$ cat config.mk
export PLATFORM = sky130hd
export DESIGN_NAME = rtc_alarm_match
export DESIGN_NICKNAME = d
export VERILOG_FILES = /design/src/rtl/rtc_alm_pkg.sv /design/src/rtl/rtc_alm_field_dec.sv /design/src/rtl/rtc_alm_fsm.sv /design/src/rtl/rtc_alarm_match.sv
export SDC_FILE = /design/constraint.sdc
export NUM_CORES = 1
export LEC_CHECK = 0
export ABC_CLOCK_PERIOD_IN_PS = 5200
export CORE_MARGIN = 2
export CORE_UTILIZATION = 55
export DETAILED_ROUTE_END_ITERATION = 8
export GPL_ROUTABILITY_DRIVEN = 0
export PLACE_DENSITY = 0.88
export RECOVER_POWER = 100
export SLEW_MARGIN = 20
export SYNTH_ARGS = -nofsm -noshare
export SYNTH_HDL_FRONTEND = slang
export SYNTH_SLANG_ARGS = --single-unit
$ cat constraint.sdc
create_clock -name clk -period 5.2 [get_ports clk]
set_input_delay 1.3 -clock clk [delete_from_list [all_inputs] [get_ports clk]]
set_output_delay 1.3 -clock clk [all_outputs]
set_load 0.01 [all_outputs]
$ cat src/rtl/rtc_alm_pkg.sv
package rtc_alm_pkg;

    localparam int BYTE_W     = 8;
    localparam int NUM_FIELDS = 3;
    localparam int FLD_SEC    = 0;
    localparam int FLD_MIN    = 1;
    localparam int FLD_HR     = 2;
    localparam int HALF_DAY   = 12;
    localparam logic [1:0] WILD_TAG = 2'b11;

    typedef enum logic [1:0] {
        ST_IDLE = 2'd0,
        ST_EVAL = 2'd1,
        ST_FIRE = 2'd2
    } alm_state_e;

endpackage

$ cat src/rtl/rtc_alm_field_dec.sv
module rtc_alm_field_dec
    import rtc_alm_pkg::*;
#(
    parameter int W       = BYTE_W,
    parameter bit IS_HOUR = 1'b0
) (
    input  logic [W-1:0] raw_i,
    input  logic         bin_mode_i,
    input  logic         h24_i,
    output logic [W-1:0] val_o,
    output logic         wild_o
);
    localparam int NIB = W / 2;

    logic         twelve_hr;
    logic [W-1:0] src;
    logic [W-1:0] tens;
    logic [W-1:0] bcd_val;
    logic [W-1:0] plain;
    logic [W-1:0] folded;

    assign twelve_hr = IS_HOUR && !h24_i;
    assign wild_o    = (raw_i[W-1 -: 2] == WILD_TAG);

    always_comb begin
        src = raw_i;
        if (twelve_hr) begin
            src[W-1] = 1'b0;
        end
        tens    = {{(W-NIB){1'b0}}, src[W-1 -: NIB]};
        bcd_val = (tens << 3) + (tens << 1) + {{(W-NIB){1'b0}}, src[NIB-1:0]};
        plain   = bin_mode_i ? src : bcd_val;
        folded  = plain % W'(HALF_DAY);
        if (raw_i[W-1]) begin
            folded = folded + W'(HALF_DAY);
        end
        val_o = twelve_hr ? folded : plain;
    end

endmodule

$ cat src/rtl/rtc_alm_fsm.sv
module rtc_alm_fsm
    import rtc_alm_pkg::*;
(
    input  logic clk,
    input  logic rst_n,
    input  logic tick_i,
    input  logic hit_i,
    output logic fire_o
);
    alm_state_e state_q;
    alm_state_e state_d;
    logic       hit_q;

    always_ff @(posedge clk) begin
        if (!rst_n) begin
            state_q <= ST_IDLE;
            hit_q   <= 1'b0;
        end else begin
            state_q <= state_d;
            if (tick_i) begin
                hit_q <= hit_i;
            end
        end
    end

    always_comb begin
        state_d = state_q;
        if (tick_i) begin
            state_d = ST_EVAL;
        end else begin
            unique case (state_q)
                ST_IDLE: state_d = ST_IDLE;
                ST_EVAL: state_d = hit_q ? ST_FIRE : ST_IDLE;
                ST_FIRE: state_d = ST_IDLE;
                default: state_d = ST_IDLE;
            endcase
        end
    end

    always_comb begin
        fire_o = 1'b0;
        unique case (state_q)
            ST_IDLE: fire_o = 1'b0;
            ST_EVAL: fire_o = 1'b0;
            ST_FIRE: fire_o = 1'b1;
            default: fire_o = 1'b0;
        endcase
    end

endmodule

$ cat src/rtl/rtc_alarm_match.sv
module rtc_alarm_match
    import rtc_alm_pkg::*;
(
    input  logic              clk,
    input  logic              rst_n,
    input  logic              tick_i,
    input  logic              bin_mode_i,
    input  logic              h24_i,
    input  logic [BYTE_W-1:0] cur_sec_i,
    input  logic [BYTE_W-1:0] cur_min_i,
    input  logic [BYTE_W-1:0] cur_hr_i,
    input  logic [BYTE_W-1:0] alm_sec_i,
    input  logic [BYTE_W-1:0] alm_min_i,
    input  logic [BYTE_W-1:0] alm_hr_i,
    output logic              alarm_o
);
    logic [BYTE_W-1:0] cur_raw [NUM_FIELDS];
    logic [BYTE_W-1:0] alm_raw [NUM_FIELDS];
    logic [NUM_FIELDS-1:0] field_ok;
    logic hit;

    assign cur_raw[FLD_SEC] = cur_sec_i;
    assign cur_raw[FLD_MIN] = cur_min_i;
    assign cur_raw[FLD_HR]  = cur_hr_i;
    assign alm_raw[FLD_SEC] = alm_sec_i;
    assign alm_raw[FLD_MIN] = alm_min_i;
    assign alm_raw[FLD_HR]  = alm_hr_i;

    for (genvar g = 0; g < NUM_FIELDS; g++) begin : g_field
        logic [BYTE_W-1:0] cur_val;
        logic [BYTE_W-1:0] alm_val;
        logic              cur_wild;
        logic              alm_wild;

        rtc_alm_field_dec #(
            .W       (BYTE_W),
            .IS_HOUR (g == FLD_HR)
        ) u_cur (
            .raw_i      (cur_raw[g]),
            .bin_mode_i (bin_mode_i),
            .h24_i      (h24_i),
            .val_o      (cur_val),
            .wild_o     (cur_wild)
        );

        rtc_alm_field_dec #(
            .W       (BYTE_W),
            .IS_HOUR (g == FLD_HR)
        ) u_alm (
            .raw_i      (alm_raw[g]),
            .bin_mode_i (bin_mode_i),
            .h24_i      (h24_i),
            .val_o      (alm_val),
            .wild_o     (alm_wild)
        );

        // a wildcard flag on the current byte carries no meaning
        logic unused_cur_wild;
        assign unused_cur_wild = cur_wild;

        assign field_ok[g] = alm_wild || (cur_val == alm_val);
    end

    assign hit = &field_ok;

    rtc_alm_fsm u_fsm (
        .clk    (clk),
        .rst_n  (rst_n),
        .tick_i (tick_i),
        .hit_i  (hit),
        .fire_o (alarm_o)
    );

endmodule

== Word-level counts from Yosys, hierarchy flattened ==
Index checks and enable logic that the tools add are counted.

* Output and inout port bits: 1
* Bits of input ports: 53
* Register bits: 3
* Word-level logic and storage cells: 50

* Add/sub/neg operators: 14
* Divide/modulo/power cells: 2
* Reduce and logical (&&, ||, !) cells: 5
* Muxes and demuxes: 16
* Equal/unequal tests: 8
* Bitwise logic cells: 2

{| class="wikitable"
|+ Operators by type and width
! kind !! count
|-
| 8-bit 2-to-1 mux || 10
|-
| 7-bit by 5-bit adder with 8-bit output || 6
|-
| 8-bit by 4-bit adder with 8-bit output || 6
|-
| 8-bit equality test || 3
|-
| 8-bit by 4-bit adder with 8-bit output, second input constant || 2
|-
| 8-bit by 4-bit modulo with 8-bit output, second input constant || 2
|-
| 2-bit equality test, second input constant || 4
|-
| 1-bit 2-to-1 mux || 5
|-
| 1-bit logical OR || 3
|-
| 3-bit AND reduction || 1
|-
| 3-bit OR reduction || 1
|-
| 2-bit by 1-bit equality test with 1-bit output, second input constant || 1
|-
| 2-bit 2-to-1 mux || 1
|-
| 1-bit NOT || 2
|}

== Logic depth before layout (Yosys ltp) ==
Gate-level depths: netlist (run 1).

* Word-level depth: 11
* Gate-level depth with buffers: 20
* Depth with buffers taken out: 18

== Modules after synthesis ==
From an unflattened synthesis (run 1), not the netlist that was laid out.

* Cells, all modules: 435
* Area total of the unflattened synthesis: 3,559.7 µm²

{| class="wikitable"
|+ By module, submodules not included
! module !! seq. area each (µm²) !! times used !! cells each !! area an instance (µm²)
|-
| rtc_alm_field_dec at g_field[0].u_cur ... || 0.0 || 3 || 47 || 395.4
|-
| rtc_alm_field_dec at g_field[2].u_cur || 0.0 || 1 || 101 || 813.3
|-
| rtc_alm_field_dec at g_field[2].u_alm || 0.0 || 1 || 101 || 798.3
|-
| rtc_alm_field_dec at g_field[0].u_alm || 0.0 || 1 || 48 || 382.9
|-
| rtc_alarm_match || 0.0 || 1 || 34 || 267.8
|-
| rtc_alm_fsm || 60.1 || 1 || 10 || 111.4
|}

== Least setup slack after synthesis (run 1) ==
No wires, ideal clock.

* Kind: input-to-reg
* Start point: input cur_hr_i[3]
* End point: register u_fsm.hit_q
* Buffers on the path: 0
* Data arrival time: 4,809 ps
* Stages: 16
* Setup time: 73 ps
* Required time: 5,127 ps
* Slack: 318 ps
* Cells stage by stage: inv_1 fa_1 inv_1 ha_1 a211o_1 and3_4 or2_1 o31a_1 o21a_1 a32oi_1 a211oi_2 ha_1 or3_1 a21oi_1 o22ai_2 o211ai_2

* Cells in the longest elaborated chain, start to end: 9

{| class="wikitable"
|+ RTL lines
! element !! RTL line !! RTL
|-
| start, declared || rtc_alarm_match.sv:11 || <nowiki>input logic [BYTE_W-1:0] cur_hr_i,</nowiki>
|-
| 8-bit by 4-bit adder with 8-bit output || rtc_alm_field_dec.sv:31 || <nowiki>bcd_val = (tens << 3) + (tens << 1) + {{(W-NIB){1'b0}}, src[NIB-1:0]};</nowiki>
|-
| 8-bit 2-to-1 mux * || rtc_alm_field_dec.sv:32 || <nowiki>plain = bin_mode_i ? src : bcd_val;</nowiki>
|-
| 8-bit by 4-bit modulo with 8-bit output || rtc_alm_field_dec.sv:33 || <nowiki>folded = plain % W'(HALF_DAY);</nowiki>
|-
| 8-bit by 4-bit adder with 8-bit output || rtc_alm_field_dec.sv:35 || <nowiki>folded = folded + W'(HALF_DAY);</nowiki>
|-
| 8-bit 2-to-1 mux || rtc_alm_field_dec.sv:34 || <nowiki>if (raw_i[W-1]) begin</nowiki>
|-
| 8-bit 2-to-1 mux * || rtc_alm_field_dec.sv:37 || <nowiki>val_o = twelve_hr ? folded : plain;</nowiki>
|-
| 8-bit equality test * || rtc_alarm_match.sv:61 || <nowiki>assign field_ok[g] = alm_wild || (cur_val == alm_val);</nowiki>
|-
| 1-bit logical OR * || rtc_alarm_match.sv:61 ||
|-
| 3-bit AND reduction * || rtc_alarm_match.sv:64 || <nowiki>assign hit = &field_ok;</nowiki>
|-
| end signal, assigned || rtc_alm_fsm.sv:21 || <nowiki>hit_q <= hit_i;</nowiki>
|-
| end, declared || rtc_alm_fsm.sv:12 || <nowiki>logic hit_q;</nowiki>
|}

Mark *: on every way between the ends. The rest lies on a longest branch, timed or not.
A chain may end at the register's enable or synchronous reset.

== Worst setup path after layout (run 1) ==
* Start point: input alm_hr_i[3]
* End point: register u_fsm.hit_q

* Cells in the longest elaborated chain, start to end: 9

{| class="wikitable"
|+ RTL lines
! element !! RTL line !! RTL
|-
| start, declared || rtc_alarm_match.sv:14 || <nowiki>input logic [BYTE_W-1:0] alm_hr_i,</nowiki>
|-
| 8-bit by 4-bit adder with 8-bit output || rtc_alm_field_dec.sv:31 ||
|-
| 8-bit 2-to-1 mux * || rtc_alm_field_dec.sv:32 ||
|-
| 8-bit by 4-bit modulo with 8-bit output || rtc_alm_field_dec.sv:33 ||
|-
| 8-bit by 4-bit adder with 8-bit output || rtc_alm_field_dec.sv:35 ||
|-
| 8-bit 2-to-1 mux || rtc_alm_field_dec.sv:34 ||
|-
| 8-bit 2-to-1 mux * || rtc_alm_field_dec.sv:37 ||
|-
| 8-bit equality test * || rtc_alarm_match.sv:61 ||
|-
| 1-bit logical OR * || rtc_alarm_match.sv:61 ||
|-
| 3-bit AND reduction * || rtc_alarm_match.sv:64 ||
|}

Marks and branches as above.

==> results of run 1 <==
[sequential cells by signal (all words and copies together) (netlist names)]
| register | count |
|---|---|
| u_fsm.state_q | 2 |
| u_fsm.hit_q | 1 |
[critical path: stages]
cell and delay, ns:
clkdlybuf4s50_1 0.46, inv_1 0.07, fa_1 0.53, fa_1 0.47, xor2_1 0.22, nor2_1 0.07, a32oi_1 0.29, buf_4 0.21
nor2_1 0.05, a211oi_1 0.29, o21ai_0 0.14, nand3_1 0.22, ha_1 0.27, nand2_1 0.07, o31ai_1 0.09, xor2_1 0.15
nand3b_1 0.10, o211ai_2 0.17
[cells in the mapped netlist (3+ instances only)]
| library cell | n | area, µm² |
|---|---|---|
| ha_1 | 44 | 551 |
| xnor2_1 | 40 | 350 |
| nand2_1 | 22 | 82.6 |
| xor2_1 | 22 | 193 |
| a21oi_1 | 21 | 105 |
| inv_1 | 19 | 71.3 |
| nor2_1 | 17 | 63.8 |
| o21ai_0 | 14 | 70.1 |
| nand3_1 | 13 | 65.1 |
| nor3_1 | 13 | 65.1 |
| fa_1 | 12 | 240 |
| a21o_1 | 10 | 75.1 |
| mux2i_1 | 9 | 90.1 |
| nor2b_1 | 7 | 43.8 |
| o31ai_1 | 7 | 52.6 |
| buf_2 | 5 | 25.0 |
| nand2b_1 | 5 | 31.3 |
| a211oi_1 | 4 | 30.0 |
| a31oi_1 | 4 | 25.0 |
| a32oi_1 | 4 | 35.0 |
| o21ai_1 | 4 | 20.0 |
| or3_1 | 4 | 25.0 |
| and2_1 | 3 | 18.8 |
| dfxtp_1 | 3 | 60.1 |
| mux2_2 | 3 | 33.8 |
| nand4_1 | 3 | 18.8 |
| nor4_1 | 3 | 18.8 |
| o21a_1 | 3 | 22.5 |
| or2_1 | 3 | 18.8 |
[final cells by class]
cell class | count | area share
multi-input cells | 329 | 0.716
repair buffers | 92 | 0.215
well taps | 70 | 0.0224
inverters | 21 | 0.0202
flip-flops and latches | 3 | 0.0154
clock buffers | 4 | 0.0115
[cells by family (layout without fill, tap and decap cells)]
group                    after synthesis  count (layout)  share of synthesized area
adder cells (fa/ha/maj)               56              56                      0.276
AND/OR/NAND/NOR                      101             101                      0.183
buffers and inverters                 29             117                     0.0402
AO/OA/AOI/OAI                         98              98                      0.247
flip-flops                             3               3                     0.0210
multiplexers                          12              12                     0.0432
XOR/XNOR                              62              62                      0.189
[power groups by stage]
stage               sequential, mW  combinational (mW)  clock (mW)
global placement            0.0242               0.547           0
global route                0.0239               0.692      0.0712
detailed placement          0.0242               0.573           0
floorplan                   0.0241               0.385           0
CTS                         0.0239               0.592      0.0700
finish                      0.0239               0.638      0.0698
[through the flow]
| step | hold slack [ns] | setup TNS, ns |
|---|---|---|
| after floorplan | 0.389 | 0 |
| after global placement | 0.397 | -0.0904 |
| after detailed placement | 0.400 | -0.281 |
| after CTS | 0.419 | 0 |
| after global routing | 0.445 | -0.0135 |
| final | 0.422 | 0 |
[path summary, 6_finish.rpt]
kind / startpoint / to / slack (ns) / cells past startpoint
max: alm_hr_i[3] / u_fsm.hit_q / 0.19 / 18
min reg2reg: u_fsm.state_q[1] / u_fsm.state_q[1] / 0.42 / 1
max reg2reg: u_fsm.hit_q / u_fsm.hit_q / 4.23 / 4
min: u_fsm.state_q[1] / u_fsm.state_q[1] / 0.42 / 1
[routing by layer]
layer  up-vias  global-route usage  routed length, µm
met5         -                   0                  0
met4         0              0.0727                253
met3        33              0.0237                408
met2       134               0.547               4420
met1      1499               0.342               3490
li1       1509                   -                  -
[repair_timing]
item                       4_1_cts  5_1_grt
pin swaps                        6       10
setup endpoints to repair        1        1
gates resized for setup          7       19
buffers inserted                 0        3
==> impl_metrics.csv, run 1 <==
group,metric,value,unit
synthesis,syn-cell-area,2870,µm²
pwr,share_of_power_burned_in_registers,0.033,
synthesis,yosys_warnings,0,
timing,setup_slack,0.187,ns
timing,relSlewSlack,0.682,
grt,overflow,0,
critical_path,timing_worst_setup_path_type,"primary input to flip-flop",
grt,grt_start_max_net_pins,22,
synthesis,synth.yosys.seq_area_share,0.0210,
floorplan,boundaryPins,54,
pwr,leakage_power_of_the_design,1.71,nW
clock_network,maximum_level_of_the_cts_h_tree,1,
timing,fmax,199,MHz
cells_and_area,drive_gt1_frac,0.174,
pwr,total_switching_power,0.339,mW
drt,wl_per_cell,16.5,µm
placement,placement.io_buffers,53,
timing,fin_worst_skew,0.00199,ns
drt,via_per_inst,6.12,
cells_and_area,seqCellArea,60.1,µm²
cells_and_area,most-common-layout-cells,"clkdlybuf4s50_1, ha_1, xnor2_1",
synthesis,number_of_flip_flops_and_latches_in_the_synthesized_netlist,3,
clock_network,tritoncts_num_sinks,3,
placement,post-place-ws,-0.281,ns
pwr,worst_ir_drop_vdd,0.125,mV
status,status,"completed",
drt,dr.pass1.iters,5,
critical_path,critPathArrivalTime,5.16,ns
cells_and_area,multi_input_logic_area,2800,µm²
grt,grt_pass1_wl,14100,µm
cells_and_area,non_filler_instance_count_after_layout,519,
synthesis,synth-main-ff-cell,"dfxtp_1",
grt,grt_antenna_before_repair,0,
floorplan,design.die.area,5800,µm²
clock_network,clk_transition_reported_paths,0.03,ns
drt,via_count,3175,
clock_network,worstSkewPairLatency,0.22,ns
floorplan,initial_utilization,0.565,
cells_and_area,antenna_cells,0,
clock_network,tritoncts.num_buffers,3,
synthesis,postSynth.asyncResetShare,0,
pwr,power.share.combinational,0.872,
grt,grt_pass1_vias,3216,
critical_path,endpoint_kind,"flip-flop",
pwr,finalPower,0.732,mW
floorplan,die_h,76.2,µm
placement,detailedPlacementHpwl,6730,µm
placement,post_dp_cell_area,3730,µm²
pwr,switching_power_as_a_share_of_total_power,0.463,
synthesis,syn_avg_cell_area,7.94,µm²
timing,timing.final.max_slew_violations,0,
critical_path,worstPathRequired,5.35,ns
cells_and_area,nets,559,
clock_network,clk_path_buf_depth,2,
cells_and_area,areaGrowthSynthToFinish,36.4,%
placement,post-place-cells,512,
critical_path,worst-path-max-fanout,4,
drt,remaining_drc_errors,0,
pwr,power.density,187,nW/µm²
pwr,clkPwrFrac,0.095,
synthesis,synthesis.instances,361,
cells_and_area,utilization,0.770,
timing,time_the_final_worst_path_needs_with_i_o_delays_and_setup,5.01,ns
critical_path,cp-start-kind,"primary input",
synthesis,netlist-cell-type-count,61,
floorplan,core_box_area,5070,µm²
clock_network,cts-hold-fix-buffers,0,
timing,final.period_utilization,0.964,
synthesis,synth_edf_count,0,
cells_and_area,stdcell_area,3910,µm²
floorplan,die_width,76.2,µm
timing,final_hold_viol_count,0,
grt,grtUsageTotal,0.286,
timing,worst_slew_pin_slew,0.478,ns
drt,drtAntennaViolNets,0,
run,timing.max_cap.violations,0,
timing,number_of_setup_violations_in_the_final_report,0,
pwr,p_int,0.393,mW
drt,routed_wirelength,8580,µm
cells_and_area,final_common_cell,"clkdlybuf4s50_1",
clock_network,clk_root_buffer_cell,"clkbuf_8",
synthesis,syn-num-nets,470,
drt,drt_iter0_markers,199,
cells_and_area,fillerInstances,372,
floorplan,rows,26,
min_path,timing.hold.worst.class,"flip-flop to flip-flop",
clock_network,cts_tree,"built",
Power figures use the tool's default switching activity.
==> inputs of run 2 (changes only) <==
--- a/config.mk
+++ b/config.mk
@@ -10,6 +10,7 @@
 export CORE_UTILIZATION = 55
 export DETAILED_ROUTE_END_ITERATION = 8
 export GPL_ROUTABILITY_DRIVEN = 0
+export GPL_TIMING_DRIVEN = 0
 export PLACE_DENSITY = 0.88
 export RECOVER_POWER = 100
 export SLEW_MARGIN = 20
==> impl_metrics.csv, run 2 (synthesis gave the netlist of run 1 again) <==
group,metric,value,unit
placement,detailedPlacementHpwl,6210,µm
critical_path,endpoint_kind,"flip-flop",
pwr,power.density,188,nW/µm²
cells_and_area,final_common_cell,"ha_1",
clock_network,worstSkewPairLatency,0.22,ns
drt,drt_iter0_markers,176,
clock_network,clk_path_buf_depth,2,
critical_path,worstPathRequired,5.29,ns
cells_and_area,areaGrowthSynthToFinish,34.5,%
grt,grt_pass1_wl,13300,µm
grt,overflow,0,
timing,timing.final.max_slew_violations,0,
critical_path,cpPeakStageDelay,0.39,ns
floorplan,die_h,76.2,µm
grt,grtUsageTotal,0.269,
critical_path,critical-path-top-delay-family,"compound AO/OA/AOI/OAI gates",
clock_network,cts-hold-fix-buffers,0,
cells_and_area,antenna_cells,0,
pwr,leakage_power_of_the_design,1.68,nW
cells_and_area,largestRegisters,"u_fsm.state_q x2, u_fsm.hit_q x1",
cells_and_area,largest_reg_flops,2,
timing,number_of_setup_violations_in_the_final_report,0,
timing,time_the_final_worst_path_needs_with_i_o_delays_and_setup,5.13,ns
drt,via_count,3102,
critical_path,worstPathCellList,"dlygate4sd2_1, nand2_2, inv_1, ha_1, ha_1, or2_1, and3_4, or2_4, o31a_1, o21a_4, nor3_1, a211oi_2, buf_4, xor2_4, a31o_1, o22ai_2, o211ai_2",
timing,tns,0,ns
timing,final.period_utilization,0.986,
drt,routed_wirelength,8160,µm
drt,drtAntennaViolNets,0,
floorplan,initial_utilization,0.565,
drt,via_per_inst,6.18,
status,status,"completed",
floorplan,design.die.area,5800,µm²
clock_network,tritoncts.num_buffers,3,
timing,fmax,195,MHz
cells_and_area,nets,542,
floorplan,boundaryPins,54,
clock_network,tritoncts_num_sinks,3,
cells_and_area,fillerInstances,368,
timing,relSlewSlack,0.427,
floorplan,core_box_area,5070,µm²
clock_network,clk_transition_reported_paths,0.03,ns
critical_path,worst-path-max-fanout,7,
critical_path,worst_path_max_delay_cell,"dlygate4sd2_1",
grt,grt_start_max_net_pins,11,
critical_path,critPathArrivalTime,5.22,ns
grt,grt_antenna_before_repair,0,
run,timing.max_cap.violations,0,
floorplan,die_width,76.2,µm
clock_network,clk_root_buffer_cell,"clkbuf_8",
timing,timing.hold.ws,0.413,ns
placement,placement.io_buffers,52,
drt,wl_per_cell,16.3,µm
cells_and_area,drive_gt1_frac,0.157,
cells_and_area,seqCellArea,60.1,µm²
cells_and_area,most-common-layout-cells,"ha_1, clkdlybuf4s50_1, xnor2_1",
clock_network,cts_tree,"built",
grt,grt_pass1_vias,3028,
cells_and_area,multi_input_logic_area,2890,µm²
timing,worst_slew_pin_slew,0.836,ns
clock_network,maximum_level_of_the_cts_h_tree,1,
critical_path,worst_path_most_repeated_cell,"ha_1",
timing,final_hold_viol_count,0,
drt,dr.pass1.iters,5,
drt,remaining_drc_errors,0,
cells_and_area,registers.top_by_ff_count,"u_fsm.state_q",
floorplan,rows,26,
critical_path,critPathBufInv,3,
critical_path,timing_worst_setup_path_type,"primary input to flip-flop",
pwr,worst_ir_drop_vdd,0.0949,mV
min_path,timing.hold.worst.class,"flip-flop to flip-flop",
timing,fin_worst_skew,0.000615,ns
critical_path,cp-start-kind,"primary input",
[run 2: final timing paths]
path / startpoint / end / slack (ns) / cells after the start
max: h24_i / u_fsm.hit_q / 0.07 / 17
min: u_fsm.state_q[1] / u_fsm.state_q[1] / 0.41 / 1
max reg2reg: u_fsm.hit_q / u_fsm.hit_q / 4.28 / 4
min reg2reg: u_fsm.state_q[1] / u_fsm.state_q[1] / 0.41 / 1
[run 2: worst reg2reg max path, cell delays in order (launching register included)]
cell,delay (ns)
dfxtp_1,0.29
nand2b_1,0.08
a21oi_1,0.20
nand3b_1,0.11
o211ai_2,0.15
[run 2: through the flow]
step / cell area (µm²) / instances / util / setup WS [ns] / power [mW]
global route: 3850 / 502 / 0.760 / -0.0797 / 0.784
detailed placement: 3470 / 483 / 0.685 / -0.626 / 0.540
floorplan: 2870 / 361 / - / 0.318 / 0.409
CTS: 3620 / 494 / 0.713 / 0.00172 / 0.639
finish: 3850 / 502 / 0.760 / 0.0711 / 0.724
global placement: 3470 / 483 / 0.685 / -0.529 / 0.516
[run 2: cell type report]
cell class              instances  share of cell area
plain buffers                   7             0.00909
clock buffers                   4              0.0117
inverters                      21              0.0204
multi-input cells             329               0.750
flip-flops and latches          3              0.0156
well taps                      70              0.0227
repair buffers                 68               0.170
[run 2: layer usage]
metal  global-route usage  up-vias  part of all wire
met2                0.500      128              0.53
met4               0.0836        0             0.019
met5                    0        -                 0
met1                0.325     1483              0.40
met3               0.0261       18             0.056
li1                     -     1473                 -
[run 2: repair_timing]
action	in CTS	in global routing
pin swaps	7	29
setup buffers	7	9
setup endpoints to repair	1	1
resized for setup	16	37
hold endpoints to repair	0	0
[run 2: power breakdown]
group / switching (mW) / internal (mW)
Combinational: 0.329 / 0.302
Sequential: 0.000243 / 0.0237
Clock: 0.0164 / 0.0524
